<file path="src/rtl/pwr_seq_pkg.sv">
package pwr_seq_pkg;

  localparam int NUM_OSC  = 4;
  localparam int NUM_PER  = 8;
  localparam int NUM_WAKE = 9;

  // oscillator enable positions
  localparam int OSC_MAIN = 0;
  localparam int OSC_HSI  = 1;
  localparam int OSC_SUB  = 2;
  localparam int OSC_LFRC = 3;

  // peripheral clock enable positions
  localparam int PER_WDOG  = 0;
  localparam int PER_INTV  = 1;
  localparam int PER_WATCH = 2;
  localparam int PER_TMR   = 3;
  localparam int PER_ADC   = 4;
  localparam int PER_BUZ   = 5;
  localparam int PER_SER   = 6;
  localparam int PER_I2C   = 7;

  // wake source positions; STOP-capable sources are packed low
  localparam int WK_EVCNT  = 0;
  localparam int WK_SERCLK = 1;
  localparam int WK_EXTINT = 2;
  localparam int WK_UART   = 3;
  localparam int WK_I2CS   = 4;
  localparam int WK_WATCH  = 5;
  localparam int WK_WDOG   = 6;
  localparam int WK_INTV   = 7;
  localparam int WK_OTHER  = 8;

  typedef enum logic [1:0] {
    PM_RUN   = 2'd0,
    PM_IDLE  = 2'd1,
    PM_STOP1 = 2'd2,
    PM_STOP2 = 2'd3
  } pm_e;

  typedef enum logic [1:0] {
    SQ_RUN    = 2'd0,
    SQ_SLEEP  = 2'd1,
    SQ_SETTLE = 2'd2
  } sq_e;

endpackage

</file>
<file path="src/rtl/pwr_wake_qual.sv">
module pwr_wake_qual
  import pwr_seq_pkg::*;
(
  input  pm_e                 mode,
  input  logic                watch_on_sub,
  input  logic [NUM_WAKE-1:0] req,
  input  logic [NUM_WAKE-1:0] en,
  output logic [NUM_WAKE-1:0] allow,
  output logic                hit
);

  always_comb begin
    allow = '0;
    for (int i = 0; i < NUM_WAKE; i++) begin
      unique case (mode)
        PM_IDLE:  allow[i] = 1'b1;
        PM_STOP1: allow[i] = (i <= WK_INTV) && ((i != WK_WATCH) || watch_on_sub);
        PM_STOP2: allow[i] = (i <= WK_I2CS) || ((i == WK_WATCH) && watch_on_sub);
        default:  allow[i] = 1'b0;
      endcase
    end
  end

  assign hit = |(req & en & allow);

endmodule

</file>
<file path="src/rtl/pwr_gate_map.sv">
module pwr_gate_map
  import pwr_seq_pkg::*;
(
  input  sq_e                state,
  input  pm_e                mode,
  input  logic               watch_on_sub,
  output logic               cpu_en,
  output logic [NUM_OSC-1:0] osc_en,
  output logic [NUM_PER-1:0] per_en
);

  always_comb begin
    cpu_en = (state == SQ_RUN);
    osc_en = '1;
    per_en = '1;
    if (state != SQ_RUN) begin
      unique case (mode)
        PM_STOP1: begin
          osc_en            = '0;
          osc_en[OSC_SUB]   = 1'b1;
          osc_en[OSC_LFRC]  = 1'b1;
          per_en            = '0;
          per_en[PER_WDOG]  = 1'b1;
          per_en[PER_INTV]  = 1'b1;
          per_en[PER_WATCH] = watch_on_sub;
        end
        PM_STOP2: begin
          osc_en            = '0;
          osc_en[OSC_SUB]   = 1'b1;
          per_en            = '0;
          per_en[PER_WATCH] = watch_on_sub;
        end
        default: begin
          osc_en = '1;
          per_en = '1;
        end
      endcase
    end
    // settling: all oscillators back, peripherals stay at their sleep mask
    if (state == SQ_SETTLE) begin
      osc_en = '1;
    end
  end

endmodule

</file>
<file path="src/rtl/pwr_settle_timer.sv">
module pwr_settle_timer #(
  parameter int SETTLE_CYCLES = 1024
) (
  input  logic clk,
  input  logic arst_n,
  input  logic active,
  output logic done
);

  localparam int CNT_W = (SETTLE_CYCLES > 1) ? $clog2(SETTLE_CYCLES) : 1;
  localparam logic [CNT_W-1:0] CNT_LAST = CNT_W'(SETTLE_CYCLES - 1);

  logic [CNT_W-1:0] cnt_q, cnt_d;
  logic             cnt_en;

  assign done   = active && (cnt_q == CNT_LAST);
  assign cnt_en = active || (cnt_q != '0);

  always_comb begin
    if (!active || done) cnt_d = '0;
    else                 cnt_d = cnt_q + 1'b1;
  end

  always_ff @(posedge clk or negedge arst_n) begin
    if (!arst_n)     cnt_q <= '0;
    else if (cnt_en) cnt_q <= cnt_d;
  end

  AST_SETTLE_CNT_BOUND: assert property (@(posedge clk) disable iff (!arst_n)
    cnt_q <= CNT_LAST);

  AST_SETTLE_IDLE_ZERO: assert property (@(posedge clk) disable iff (!arst_n)
    !active |=> (cnt_q == '0));

endmodule

</file>
<file path="src/rtl/pwr_seq_ctrl.sv">
module pwr_seq_ctrl
  import pwr_seq_pkg::*;
#(
  parameter int SETTLE_CYCLES = 1024,
  parameter int REG_W         = 8
) (
  input  logic                clk,
  input  logic                rst_n,
  input  logic                pcon_wr,
  input  logic [REG_W-1:0]    pcon_wdata,
  output logic [REG_W-1:0]    pcon_rdata,
  input  logic                watch_on_sub,
  input  logic [NUM_WAKE-1:0] wake_req,
  input  logic [NUM_WAKE-1:0] wake_en,
  output logic                cpu_clk_en,
  output logic [NUM_OSC-1:0]  osc_en,
  output logic [NUM_PER-1:0]  per_clk_en
);

  // reset: asserted asynchronously, released after two clock edges
  logic [1:0] rst_pipe_q;
  logic       arst_n;

  always_ff @(posedge clk or negedge rst_n) begin
    if (!rst_n) rst_pipe_q <= 2'b00;
    else        rst_pipe_q <= {rst_pipe_q[0], 1'b1};
  end
  assign arst_n = rst_pipe_q[1];

  sq_e              state_q, state_d;
  pm_e              mode_q, mode_d;
  logic [REG_W-1:0] pcon_q, pcon_d;
  logic             seq_en;

  logic                wr_valid;
  pm_e                 req_mode;
  logic [NUM_WAKE-1:0] req_allow, cur_allow;
  logic                req_hit, cur_hit;
  logic                settle_done;

  assign wr_valid = pcon_wr && (pcon_wdata[REG_W-1:2] == '0) && (pcon_wdata[1:0] != 2'b00);
  assign req_mode = pm_e'(pcon_wdata[1:0]);

  pwr_wake_qual u_qual_req (
    .mode         (req_mode),
    .watch_on_sub (watch_on_sub),
    .req          (wake_req),
    .en           (wake_en),
    .allow        (req_allow),
    .hit          (req_hit)
  );

  pwr_wake_qual u_qual_cur (
    .mode         (mode_q),
    .watch_on_sub (watch_on_sub),
    .req          (wake_req),
    .en           (wake_en),
    .allow        (cur_allow),
    .hit          (cur_hit)
  );

  pwr_settle_timer #(.SETTLE_CYCLES(SETTLE_CYCLES)) u_settle (
    .clk    (clk),
    .arst_n (arst_n),
    .active (state_q == SQ_SETTLE),
    .done   (settle_done)
  );

  pwr_gate_map u_gate (
    .state        (state_q),
    .mode         (mode_q),
    .watch_on_sub (watch_on_sub),
    .cpu_en       (cpu_clk_en),
    .osc_en       (osc_en),
    .per_en       (per_clk_en)
  );

  // next-state
  always_comb begin
    state_d = state_q;
    mode_d  = mode_q;
    pcon_d  = pcon_q;
    unique case (state_q)
      SQ_RUN: begin
        if (wr_valid && !req_hit) begin
          state_d = SQ_SLEEP;
          mode_d  = req_mode;
          pcon_d  = pcon_wdata;
        end
      end
      SQ_SLEEP: begin
        if (cur_hit) begin
          pcon_d = '0;
          if (mode_q == PM_IDLE) begin
            state_d = SQ_RUN;
            mode_d  = PM_RUN;
          end else begin
            state_d = SQ_SETTLE;
          end
        end
      end
      SQ_SETTLE: begin
        if (settle_done) begin
          state_d = SQ_RUN;
          mode_d  = PM_RUN;
        end
      end
      default: begin
        state_d = SQ_RUN;
        mode_d  = PM_RUN;
        pcon_d  = '0;
      end
    endcase
  end

  assign seq_en = (state_q != SQ_RUN) || pcon_wr;

  // registers
  always_ff @(posedge clk or negedge arst_n) begin
    if (!arst_n) begin
      state_q <= SQ_RUN;
      mode_q  <= PM_RUN;
      pcon_q  <= '0;
    end else if (seq_en) begin
      state_q <= state_d;
      mode_q  <= mode_d;
      pcon_q  <= pcon_d;
    end
  end

  assign pcon_rdata = pcon_q;

  AST_BAD_WRITE_IGNORED: assert property (@(posedge clk) disable iff (!arst_n)
    (state_q == SQ_RUN && pcon_wr && !wr_valid) |=> (cpu_clk_en && pcon_rdata == '0));

  AST_ENTRY_ABORT: assert property (@(posedge clk) disable iff (!arst_n)
    (state_q == SQ_RUN && wr_valid && |(wake_req & wake_en & req_allow)) |=> cpu_clk_en);

  AST_PCON_CLEAR_ON_WAKE: assert property (@(posedge clk) disable iff (!arst_n)
    (state_q == SQ_SLEEP && cur_hit) |=> (pcon_rdata == '0));

  AST_IDLE_WAKE_FAST: assert property (@(posedge clk) disable iff (!arst_n)
    (state_q == SQ_SLEEP && mode_q == PM_IDLE && cur_hit) |=> cpu_clk_en);

  AST_STOP2_NO_WDOG_WAKE: assert property (@(posedge clk) disable iff (!arst_n)
    (mode_q == PM_STOP2) |-> (!cur_allow[WK_WDOG] && !cur_allow[WK_INTV] && !cur_allow[WK_OTHER]));

  AST_SETTLE_OSC_UP: assert property (@(posedge clk) disable iff (!arst_n)
    (state_q == SQ_SETTLE) |-> (&osc_en && !cpu_clk_en));

  AST_STOP2_LF_OFF: assert property (@(posedge clk) disable iff (!arst_n)
    (state_q == SQ_SLEEP && mode_q == PM_STOP2) |-> (!osc_en[OSC_LFRC] && !osc_en[OSC_MAIN] && !per_clk_en[PER_WDOG]));

  AST_ENTRY_GATES_CPU: assert property (@(posedge clk) disable iff (!arst_n)
    (state_q == SQ_RUN && wr_valid && !req_hit) |=> !cpu_clk_en);

endmodule

</file>
<file path="config.mk">
export PLATFORM = sky130hd
export DESIGN_NAME = pwr_seq_ctrl
export DESIGN_NICKNAME = d
export VERILOG_FILES = /design/src/rtl/pwr_seq_pkg.sv /design/src/rtl/pwr_wake_qual.sv /design/src/rtl/pwr_gate_map.sv /design/src/rtl/pwr_settle_timer.sv /design/src/rtl/pwr_seq_ctrl.sv
export SDC_FILE = /design/constraint.sdc
export NUM_CORES = 1
export LEC_CHECK = 0
export BUFFER_PORTS_ARGS = -buffer_cell sky130_fd_sc_hd__buf_2
export CORE_ASPECT_RATIO = 1.25
export CORE_UTILIZATION = 30
export DETAILED_ROUTE_END_ITERATION = 7
export SLEW_MARGIN = 5
export SYNTH_ARGS = -nofsm -noshare
export SYNTH_HDL_FRONTEND = slang
export SYNTH_SLANG_ARGS = --single-unit
</file>
<file path="constraint.sdc">
create_clock -name clk -period 1.2 [get_ports clk]
set_input_delay 0 -clock clk [delete_from_list [all_inputs] [get_ports clk]]
set_output_delay 0 -clock clk [all_outputs]
set_load 0.01 [all_outputs]
</file>
==> flow_summary.yaml, run 1 <==
global_routing:
  grt_pass1_wl_um: 6270
  globalRouteOverflowTotal: 0
  first_global_vias: 1460
  grt_max_degree: 15
  grt_antenna_before_repair: 0
  global_router_s_overall_resource_usage_pct: 16.2
floorplanning:
  floorplan.die_area_sq_um: 4920
  fp.dieH_um: 78.2
  initial_core_utilization_pct: 31.5
  fp.coreArea_sq_um: 4430
  dieWidth_um: 63.0
  ios: 51
  std_cell_rows: 27
sta:
  timing.final.max_slew_violations: 0
  finalClockSkew_ns: 0.00243
  min_period_ns: 1.74
  finalHoldWorstSlack_ns: 0.0419
  share_of_the_clock_period_used_by_the_worst_path_pct: 145
  finalHoldViolations: 0
  tns_ns: -10.88
  maximum_operating_frequency_ghz: 0.573
  finalWorstSetupSlack_ns: -0.544
  setup_repair_after_global_routing_missed_its_margin: "true"
  setup_viol: 33
power_and_ir_drop:
  vdd.ir_drop.worst_v: 0.00109
  fin_total_pwr_mw: 4.70
  power.density_nw_per_um2: 1980
  static-leakage-power_nw: 1.17
  power_frac_clock_pct: 14.9
  switching_share_pct: 36.6
  power.net_switching_mw: 1.72
  internal-power_mw: 2.98
  pwr-share-seq_pct: 22.7
  combPwrFrac_pct: 62.4
cells_and_area:
  post_route_cells_drive_above_1_share_pct: 57.4
  final-instance-count-excl-fill: 295
  n_antenna_cell: 0
  layout.nets: 276
  area_of_all_sequential_standard_cells_sq_um: 602
  utilization_pct: 53.7
  final_cell_area_sq_um: 2380
  final.fill_count: 383
  multi_input_area_sq_um: 911
  area_growth_syn_to_layout_pct: 70.6
routing:
  drt_first_pass_iters: 4
  drt_iter0_drc: 41
  final_antenna_net_count: 0
  detail_route.wirelength_um: 3780
  detail_route.drc_violations: 0
  via_count: 1425
  routedWlPerCell_um: 12.8
  avgViaCountPerCell: 4.83
yosys:
  yosys.cell_count.top_type: "dfrtp_1"
  synth-edff-count: 0
  leading_cell_types_by_count_after_synthesis: "dfrtp_1 (24), nor2_1 (11), o21ai_0 (10)"
  synthCells: 142
  synth.top_cell.area_share_pct: 43.1
  postSynth.asyncResetShare_pct: 100
  syn_area_sq_um: 1390
  post_synthesis_sequential_element_count: 24
  post_synth_main_area_contributors: "dfrtp_1 (43%), ha_1 (7.2%), buf_4 (3.8%), o21ai_0 (3.6%), xor2_1 (3.1%)"
  yosysUniqueCellTypes: 41
  synth.yosys.warnings: 0
  post_synth.cell_area_avg_sq_um: 9.82
  synth_flop_cell: "dfrtp_1"
  synth-seq-area-share_pct: 43.1
  yosys.area.top_type: "dfrtp_1"
place:
  place_ws_ns: -0.547
  io_buffer_count: 49
  placed_cells_incl_taps: 280
  gp_congestion: 0.843
  detailedPlacementHpwl_um: 2800
  dpl_cell_area_sq_um: 2000
worst_setup_path:
  timing.critical_path.from_type: "flop"
  path_cells: "inv_2 -> ha_4 -> and3_4 -> a211o_1 -> nor3_4 -> or4_4 -> o211ai_2"
  path_buf_inv: 1
  cell_family_contributing_the_most_delay_on_the_critical_path: "simple AND/OR/NAND/NOR gates"
  cp_data_arrival_time_ns: 1.94
  largest_fanout_on_the_critical_path: 4
  critPathSlowestCell: "or4_4"
  category_of_the_most_critical_setup_path: "reg -> reg"
  critical-path-max-stage-delay_ns: 0.51
  worstSetupEndpointType: "flop"
  critPathRequiredTime_ns: 1.39
clocking:
  cts_inserted_buffers: 3
  clock-sinks: 24
  clk-insertion-delay-late_ns: 0.26
  cts_htree_levels: 1
  tritoncts: "built"
  cts.root.buffer_cell: "clkbuf_8"
  clock_path_buffers: 2
  cts.clk_slew.worst_paths_ns: 0.08
job:
  drv_cap: 0
run_status:
  failing_checks: "setup timing"
  outcome: "finished with violations"
worst_hold_path:
  worst_hold_path_type: "in -> async"
[sequential cells by signal, summed over array words and instances, names as in the netlist]
signal	count
state_q	2
u_settle.cnt_q	10
rst_pipe_q	2
pcon_rdata	8
mode_q	2
[placed cells by master, fill, tap and decap left out, types with 6 or more instances in the layout]
master   instances
buf_4           38
buf_2           44
inv_1            6
nor2_1          10
nand2_1          7
buf_6           15
dfrtp_1         23
[path summary, 6_finish.rpt]
kind	end	depth (start not counted)	start	slack, ns
max	mode_q[1]	7	mode_q[1]	-0.54
min	rst_pipe_q[0]	2	rst_n	0.04
max reg2reg	mode_q[1]	7	mode_q[1]	-0.54
min reg2reg	pcon_rdata[6]	0	rst_pipe_q[1]	0.16
max in group asynchronous	mode_q[0]	1	rst_pipe_q[1]	0.59
min in group clk	pcon_rdata[0]	4	pcon_wdata[0]	0.15
[layout make-up]
cell class | instances | area share (%)
Multi-Input combinational cell | 102 | 38.3
Timing Repair Buffer | 98 | 28.8
Inverter | 9 | 1.53
Sequential cell | 24 | 25.3
Clock buffer | 3 | 1.74
Tap cell | 58 | 3.05
Clock inverter | 1 | 1.26
[logic make-up (layout without fill, tap and decap cells)]
kind of cell	count (synthesis)	after routing	share of synthesized area, %
compound gates	30	30	16.2
flops	24	24	43.1
other cells	1	2	0.269
fa+ha+maj	8	8	7.18
simple gates	54	54	21.5
buf+inv	17	111	6.46
mux	3	3	2.15
xor+xnor	5	5	3.14
[metal layers]
metal | wire length [um] | part of all wire [%] | track usage (%)
met5 | 0 | 0 | 0
met4 | 95 | 2.5 | 6.74
met3 | 222 | 5.9 | 3.20
met2 | 2050 | 54 | 32.2
met1 | 1410 | 37 | 15.7
[worst register-to-register path, cell delays in order (launching register included)]
cell and delay [ns]:
dfrtp_1 0.41, inv_2 0.11, ha_4 0.14, and3_4 0.16, a211o_1 0.14, nor3_4 0.06
or4_4 0.51, o211ai_2 0.15
[power by group through the flow]
stage,Clock [mW],Sequential [mW],Combinational (mW)
2_1_floorplan,0,1.09,1.17
3_3_place_gp,0,1.07,2.10
3_5_place_dp,0,1.07,2.09
4_1_cts,0.712,1.06,2.72
5_1_grt,0.754,1.09,3.18
6_report,0.699,1.07,2.93
[what timing repair did]
item | CTS | global route
hold endpoints to repair | 2 | 0
endpoints found under the setup margin | 33 | 34
setup buffers | 8 | 2
resized for setup | 32 | 18
pin swaps | 11 | 10
hold buffers | 1 | 0
Note: power is estimated with default switching activity, not from simulation.
==> inputs of run 2 (changes only) <==
--- a/config.mk
+++ b/config.mk
@@ -12,4 +12,5 @@
 export SLEW_MARGIN = 5
 export SYNTH_ARGS = -nofsm -noshare
 export SYNTH_HDL_FRONTEND = slang
+export SYNTH_HIERARCHICAL = 1
 export SYNTH_SLANG_ARGS = --single-unit
==> run 2 against run 1 <==
Against the previous run: the run still ends with setup timing left; sequential power is 21% lower; synthesized cell count unchanged; routed wire length fell by 3.8%.
==> flow_summary.yaml, run 2 <==
run_status:
  outcome: "finished with violations"
  failing_checks: "setup timing"
sta:
  maximum_operating_frequency_ghz: 0.526
  finalHoldWorstSlack_ns: 0.0318
  finalWorstSetupSlack_ns: -0.700
  setup_viol: 27
  finalHoldViolations: 0
  min_period_ns: 1.90
  finalClockSkew_ns: 0.00243
  timing.final.max_slew_violations: 0
  setup_repair_after_global_routing_missed_its_margin: "true"
  share_of_the_clock_period_used_by_the_worst_path_pct: 158
yosys:
  syn_area_sq_um: 1470
  synthCells: 142
  syn-num-nets: 178
  synth.yosys.warnings: 6
  post_synth.cell_area_avg_sq_um: 10.3
cells_and_area:
  largest_register_ffs: 10
  largest-register: "u_settle/cnt_q"
  area_growth_syn_to_layout_pct: 65.2
  layout.cells.most_common_list: "buf_2 (45), buf_4 (33), dfrtp_1 (20)"
  layout.nets: 274
  post_route_cells_drive_above_1_share_pct: 59.5
  final-instance-count-excl-fill: 297
  layout_commonest_cell: "buf_2"
  n_antenna_cell: 0
clocking:
  cts_htree_levels: 1
  clock_path_buffers: 2
  cts.clk_slew.worst_paths_ns: 0.08
  cts.root.buffer_cell: "clkbuf_8"
  clk-insertion-delay-late_ns: 0.26
  clock-sinks: 24
  cts_inserted_buffers: 3
  tritoncts: "built"
worst_setup_path:
  r2r-start: "mode_q[1]"
  worst_r2r_endpoint: "mode_q[0]"
  path_cells: "inv_2 -> ha_4 -> a32o_1 -> a311o_1 -> a21oi_2 -> a21boi_4 -> mux2_4"
  critPathSlowestCell: "dfrtp_2"
  category_of_the_most_critical_setup_path: "reg -> reg"
  timing.critical_path.from_type: "flop"
  worstRegToRegCells: 7
  largest_fanout_on_the_critical_path: 3
  critical-path-max-stage-delay_ns: 0.41
  critPathRequiredTime_ns: 1.35
  worstSetupEndpointType: "flop"
  worst-r2r-setup-slack_ns: -0.70
  startpoint: "mode_q[1]"
  timing.critical_path.to: "mode_q[0]"
  cp_data_arrival_time_ns: 2.05
floorplanning:
  initial_core_utilization_pct: 31.0
  std_cell_rows: 28
  ios: 51
  fp.dieH_um: 80.2
  floorplan.die_area_sq_um: 5170
  fp.coreArea_sq_um: 4730
  dieWidth_um: 64.5
routing:
  via_count: 1429
  drt_iter0_drc: 47
  drt_first_pass_iters: 4
  detail_route.drc_violations: 0
  routedWlPerCell_um: 12.3
  detail_route.wirelength_um: 3640
  final_antenna_net_count: 0
  avgViaCountPerCell: 4.81
place:
  detailedPlacementHpwl_um: 2760
  io_buffer_count: 49
  placed_cells_incl_taps: 284
  gp_congestion: 0.778
power_and_ir_drop:
  power_frac_clock_pct: 37.5
  internal-power_mw: 1.44
  power.net_switching_uw: 423
  switching_share_pct: 22.7
  combPwrFrac_pct: 17.2
  pwr-share-seq_pct: 45.3
  vdd.ir_drop.worst_v: 0.000616
  static-leakage-power_nw: 1.14
  power.density_nw_per_um2: 770
global_routing:
  grt_antenna_before_repair: 0
  grt_pass1_wl_um: 5950
  first_global_vias: 1404
  globalRouteOverflowTotal: 0
  grt_max_degree: 23
  global_router_s_overall_resource_usage_pct: 14.4
job:
  drv_cap: 0
worst_hold_path:
  worst_hold_path_type: "in -> async"
run 2: worst min path at each step:
| stage | from | to | slack [ns] |
|---|---|---|---|
| CTS | rst_n | rst_pipe_q[0] | 0.02 |
| detailed placement | rst_n | rst_pipe_q[1] | -0.21 |
| global placement | rst_n | rst_pipe_q[0] | -0.22 |
| floorplan | rst_n | rst_pipe_q[0] | -0.30 |
| finish | rst_n | rst_pipe_q[0] | 0.03 |
| global route | rst_n | rst_pipe_q[0] | 0.03 |
run 2: per-stage QoR:
step | utilization, % | setup slack, ns | setup TNS [ns] | instance area (sq um) | power (mW)
2_1_floorplan | - | -0.790 | -7.90 | 1510 | 0.988
3_3_place_gp | 43.9 | -0.714 | -9.62 | 2070 | 1.14
3_5_place_dp | 43.9 | -0.769 | -10.13 | 2070 | 1.15
4_1_cts | 48.4 | -0.748 | -9.69 | 2290 | 1.88
5_1_grt | 51.2 | -0.771 | -11.88 | 2420 | 1.95
6_report | 51.2 | -0.700 | -10.0 | 2420 | 1.86
run 2: worst max-delay path: cells and delay by family, from the launching register on:
kind,cells,cell delay [ns]
flops,1,0.41
mux,1,0.30
buf+inv,1,0.08
compound gates,4,0.80
fa+ha+maj,1,0.20
run 2: layer usage:
metal  up-vias  track usage [%]  wire length (um)
met5         -                0                 0
met4         0             3.56                 0
met3         0             2.56               203
met2        47             27.2              1950
met1       676             16.6              1490
li1        706                -                 -
run 2: power by group through the flow:
stage	sequential (mW)	combinational (mW)	clock (mW)
2_1_floorplan	0.889	0.0994	0
3_3_place_gp	0.859	0.286	0
3_5_place_dp	0.860	0.286	0
5_1_grt	0.847	0.354	0.752
6_report	0.844	0.321	0.700
4_1_cts	0.845	0.307	0.727
run 2: area by class of cell:
cell class                      count  area, sq um
Clock inverter                      1         30.0
Inverter                           12         45.0
Clock buffer                        3         41.3
Tap cell                           60         75.1
Fill cell                         425         2310
Multi-Input combinational cell     99          925
Timing Repair Buffer               98          701
Sequential cell                    24          606
run 2: what timing repair did:
item / in CTS / in global routing
endpoints found under the hold margin: 2 / 0
pin swaps: 13 / 6
hold buffers: 1 / 0
resized for setup: 26 / 18
buffers inserted: 3 / 7
setup endpoints to repair: 29 / 29
==> inputs of run 3 (changes only) <==
--- a/config.mk
+++ b/config.mk
@@ -6,6 +6,7 @@
 export NUM_CORES = 1
 export LEC_CHECK = 0
 export BUFFER_PORTS_ARGS = -buffer_cell sky130_fd_sc_hd__buf_2
+export CAP_MARGIN = 20
 export CORE_ASPECT_RATIO = 1.25
 export CORE_UTILIZATION = 30
 export DETAILED_ROUTE_END_ITERATION = 7
==> constraint.sdc (replaced) <==
create_clock -name clk -period 1.8 [get_ports clk]
set_input_delay 0 -clock clk [delete_from_list [all_inputs] [get_ports clk]]
set_output_delay 0 -clock clk [all_outputs]
set_load 0.01 [all_outputs]
==> run 3 against run 2 <==
Against the previous run: global-route usage is 0.58 points lower; die area unchanged; critical path type unchanged; via count down 6.4%; the flow still finishes with violations (setup timing); largest power group unchanged; worst setup slack better by 0.57 ns; combinational power is 40% lower; maximum frequency shrank 1.6%; clock skew increased by 0.0019 ns; utilization down 7.1 points; clock-buffer cell count did not move; sequential power shrank 33%; routed wire length decreased by 3.9%; hold slack improved by 0.0012 ns.
==> flow_summary.yaml, run 3 (synthesized netlist as in run 2, its figures left out) <==
sta:
  setup_repair_after_global_routing_missed_its_margin: "true"
  finalClockSkew_ns: 0.00436
  min_period_ns: 1.93
  max_slew.worst_pin.slew_ns: 0.555
  timing.final.max_slew_violations: 0
  finalHoldViolations: 0
  tns_ns: -0.507
  maximum_operating_frequency_ghz: 0.518
  setup_viol: 9
  finalWorstSetupSlack_ns: -0.131
  share_of_the_clock_period_used_by_the_worst_path_pct: 107
  max-slew-margin-rel_pct: 63.0
cells_and_area:
  final.fill_count: 462
  n_antenna_cell: 0
  largest-register: "u_settle/cnt_q"
  final-instance-count-excl-fill: 279
  largest_register_ffs: 10
  layout.cells.most_common_list: "buf_2 (49), buf_4 (30), dfrtp_1 (22)"
  area_growth_syn_to_layout_pct: 42.4
  utilization_pct: 44.2
  post_route_cells_drive_above_1_share_pct: 48.9
  layout_commonest_cell: "buf_2"
  layout.nets: 256
place:
  detailedPlacementHpwl_um: 2720
  placed_cells_incl_taps: 270
  io_buffer_count: 49
  gp_congestion: 0.762
routing:
  drt_iter0_drc: 48
  via_count: 1337
  detail_route.drc_violations: 0
  avgViaCountPerCell: 4.79
  drt_first_pass_iters: 4
  final_antenna_net_count: 0
  routedWlPerCell_um: 12.5
  detail_route.wirelength_um: 3500
floorplanning:
  fp.dieH_um: 80.2
  ios: 51
  initial_core_utilization_pct: 31.0
  fp.coreArea_sq_um: 4730
  dieWidth_um: 64.5
  floorplan.die_area_sq_um: 5170
  std_cell_rows: 28
run_status:
  outcome: "finished with violations"
  failing_checks: "setup timing"
global_routing:
  grt_pass1_wl_um: 5520
  globalRouteOverflowTotal: 0
  grt_antenna_before_repair: 0
  grt_max_degree: 15
  global_router_s_overall_resource_usage_pct: 13.9
  first_global_vias: 1252
worst_setup_path:
  critPathRequiredTime_ns: 1.96
  path_cells: "inv_2 -> ha_4 -> a32o_1 -> a311o_1 -> a21oi_2 -> a21boi_4 -> mux2_4"
  cp_data_arrival_time_ns: 2.09
  category_of_the_most_critical_setup_path: "reg -> reg"
  critical-path-max-stage-delay_ns: 0.41
  largest_fanout_on_the_critical_path: 3
  timing.critical_path.from_type: "flop"
  critPathSlowestCell: "dfrtp_1"
  worstSetupEndpointType: "flop"
clocking:
  cts_htree_levels: 1
  tritoncts: "built"
  cts.clk_slew.worst_paths_ns: 0.09
  clock_path_buffers: 2
  cts_inserted_buffers: 3
  clock-sinks: 24
  cts.root.buffer_cell: "clkbuf_8"
  clk-insertion-delay-late_ns: 0.27
power_and_ir_drop:
  fin_total_pwr_mw: 1.23
  power.density_nw_per_um2: 588
  vdd.ir_drop.worst_v: 0.000448
  static-leakage-power_nw: 0.990
job:
  drv_cap: 0
worst_hold_path:
  worst_hold_path_type: "in -> async"
[run 3: cell count changes in the layout (fill, tap and decap cells not counted), moves of 2 or more]
cell	before	now
buf_6	18	0
buf_2	45	49
a21oi_1	3	6
a21oi_2	4	1
a22oi_1	2	5
a22oi_2	3	0
buf_4	33	30
dfrtp_1	20	22
dfrtp_2	4	2
nand3_1	3	5
nand3_2	2	0
nor4_4	2	0
[run 3: per-stage QoR]
| step | area, sq um | hold slack (ns) | worst slack, ns |
|---|---|---|---|
| finish | 2090 | 0.0330 | -0.131 |
| global route | 2090 | 0.0437 | -0.197 |
| CTS | 2050 | 0.0269 | -0.149 |
| detailed placement | 1950 | -0.212 | -0.178 |
| global placement | 1950 | -0.213 | -0.138 |
| floorplan | 1480 | -0.296 | -0.190 |
[run 3: routing by layer]
metal  track usage (%)  routed length [um]  vias to the layer above  share of wire, %
met5                 0                   0                        -                 0
met4              4.89                  53                        0               1.5
met3              2.13                 160                        5               4.6
met2              26.3                1830                       43                52
met1              15.3                1460                      622                42
li1                  -                   -                      667                 -
[run 3: path summary, 6_finish.rpt]
path / cells after the start / from / end / slack, ns
setup / recovery: 7 / mode_q[0] / mode_q[1] / -0.13
hold / removal: 2 / rst_n / rst_pipe_q[1] / 0.03
setup reg to reg: 7 / mode_q[0] / mode_q[1] / -0.13
hold reg to reg: 0 / rst_pipe_q[1] / pcon_rdata[4] / 0.23
max in group asynchronous: 1 / rst_pipe_q[1] / pcon_rdata[1] / 1.04
min in group clk: 4 / pcon_wdata[3] / state_q[1] / 0.10
[run 3: worst max-delay path: cells and delay by family, from the launching register on]
family / cells / cell delay [ns]
AO/OA/AOI/OAI: 4 / 0.82
flip-flops: 1 / 0.41
adder cells (fa/ha/maj): 1 / 0.19
buffers and inverters: 1 / 0.09
multiplexers: 1 / 0.30
[run 3: layout make-up]
| type | count | area (sq um) | share of cell area, % |
|---|---|---|---|
| Clock buffer | 3 | 41.3 | 1.98 |
| Clock inverter | 1 | 30.0 | 1.44 |
| Inverter | 12 | 45.0 | 2.16 |
| Multi-Input combinational cell | 99 | 813 | 38.9 |
| Sequential cell | 24 | 603 | 28.9 |
| Tap cell | 60 | 75.1 | 3.59 |
| Timing Repair Buffer | 80 | 480 | 23.0 |
[run 3: where the power goes]
part	total, mW	switching [mW]	internal, mW	leakage (nW)
registers	0.566	0.0140	0.552	0.313
clock network	0.472	0.174	0.297	0.0357
logic	0.191	0.0958	0.0950	0.642
total	1.23	0.284	0.945	0.990
[run 3: timing repair]
action,4_1_cts,5_1_grt
endpoints found under the hold margin,2,0
buffers inserted,1,3
pin swaps,2,2
endpoints found under the setup margin,11,13
resized for setup,3,5
hold buffers,1,0
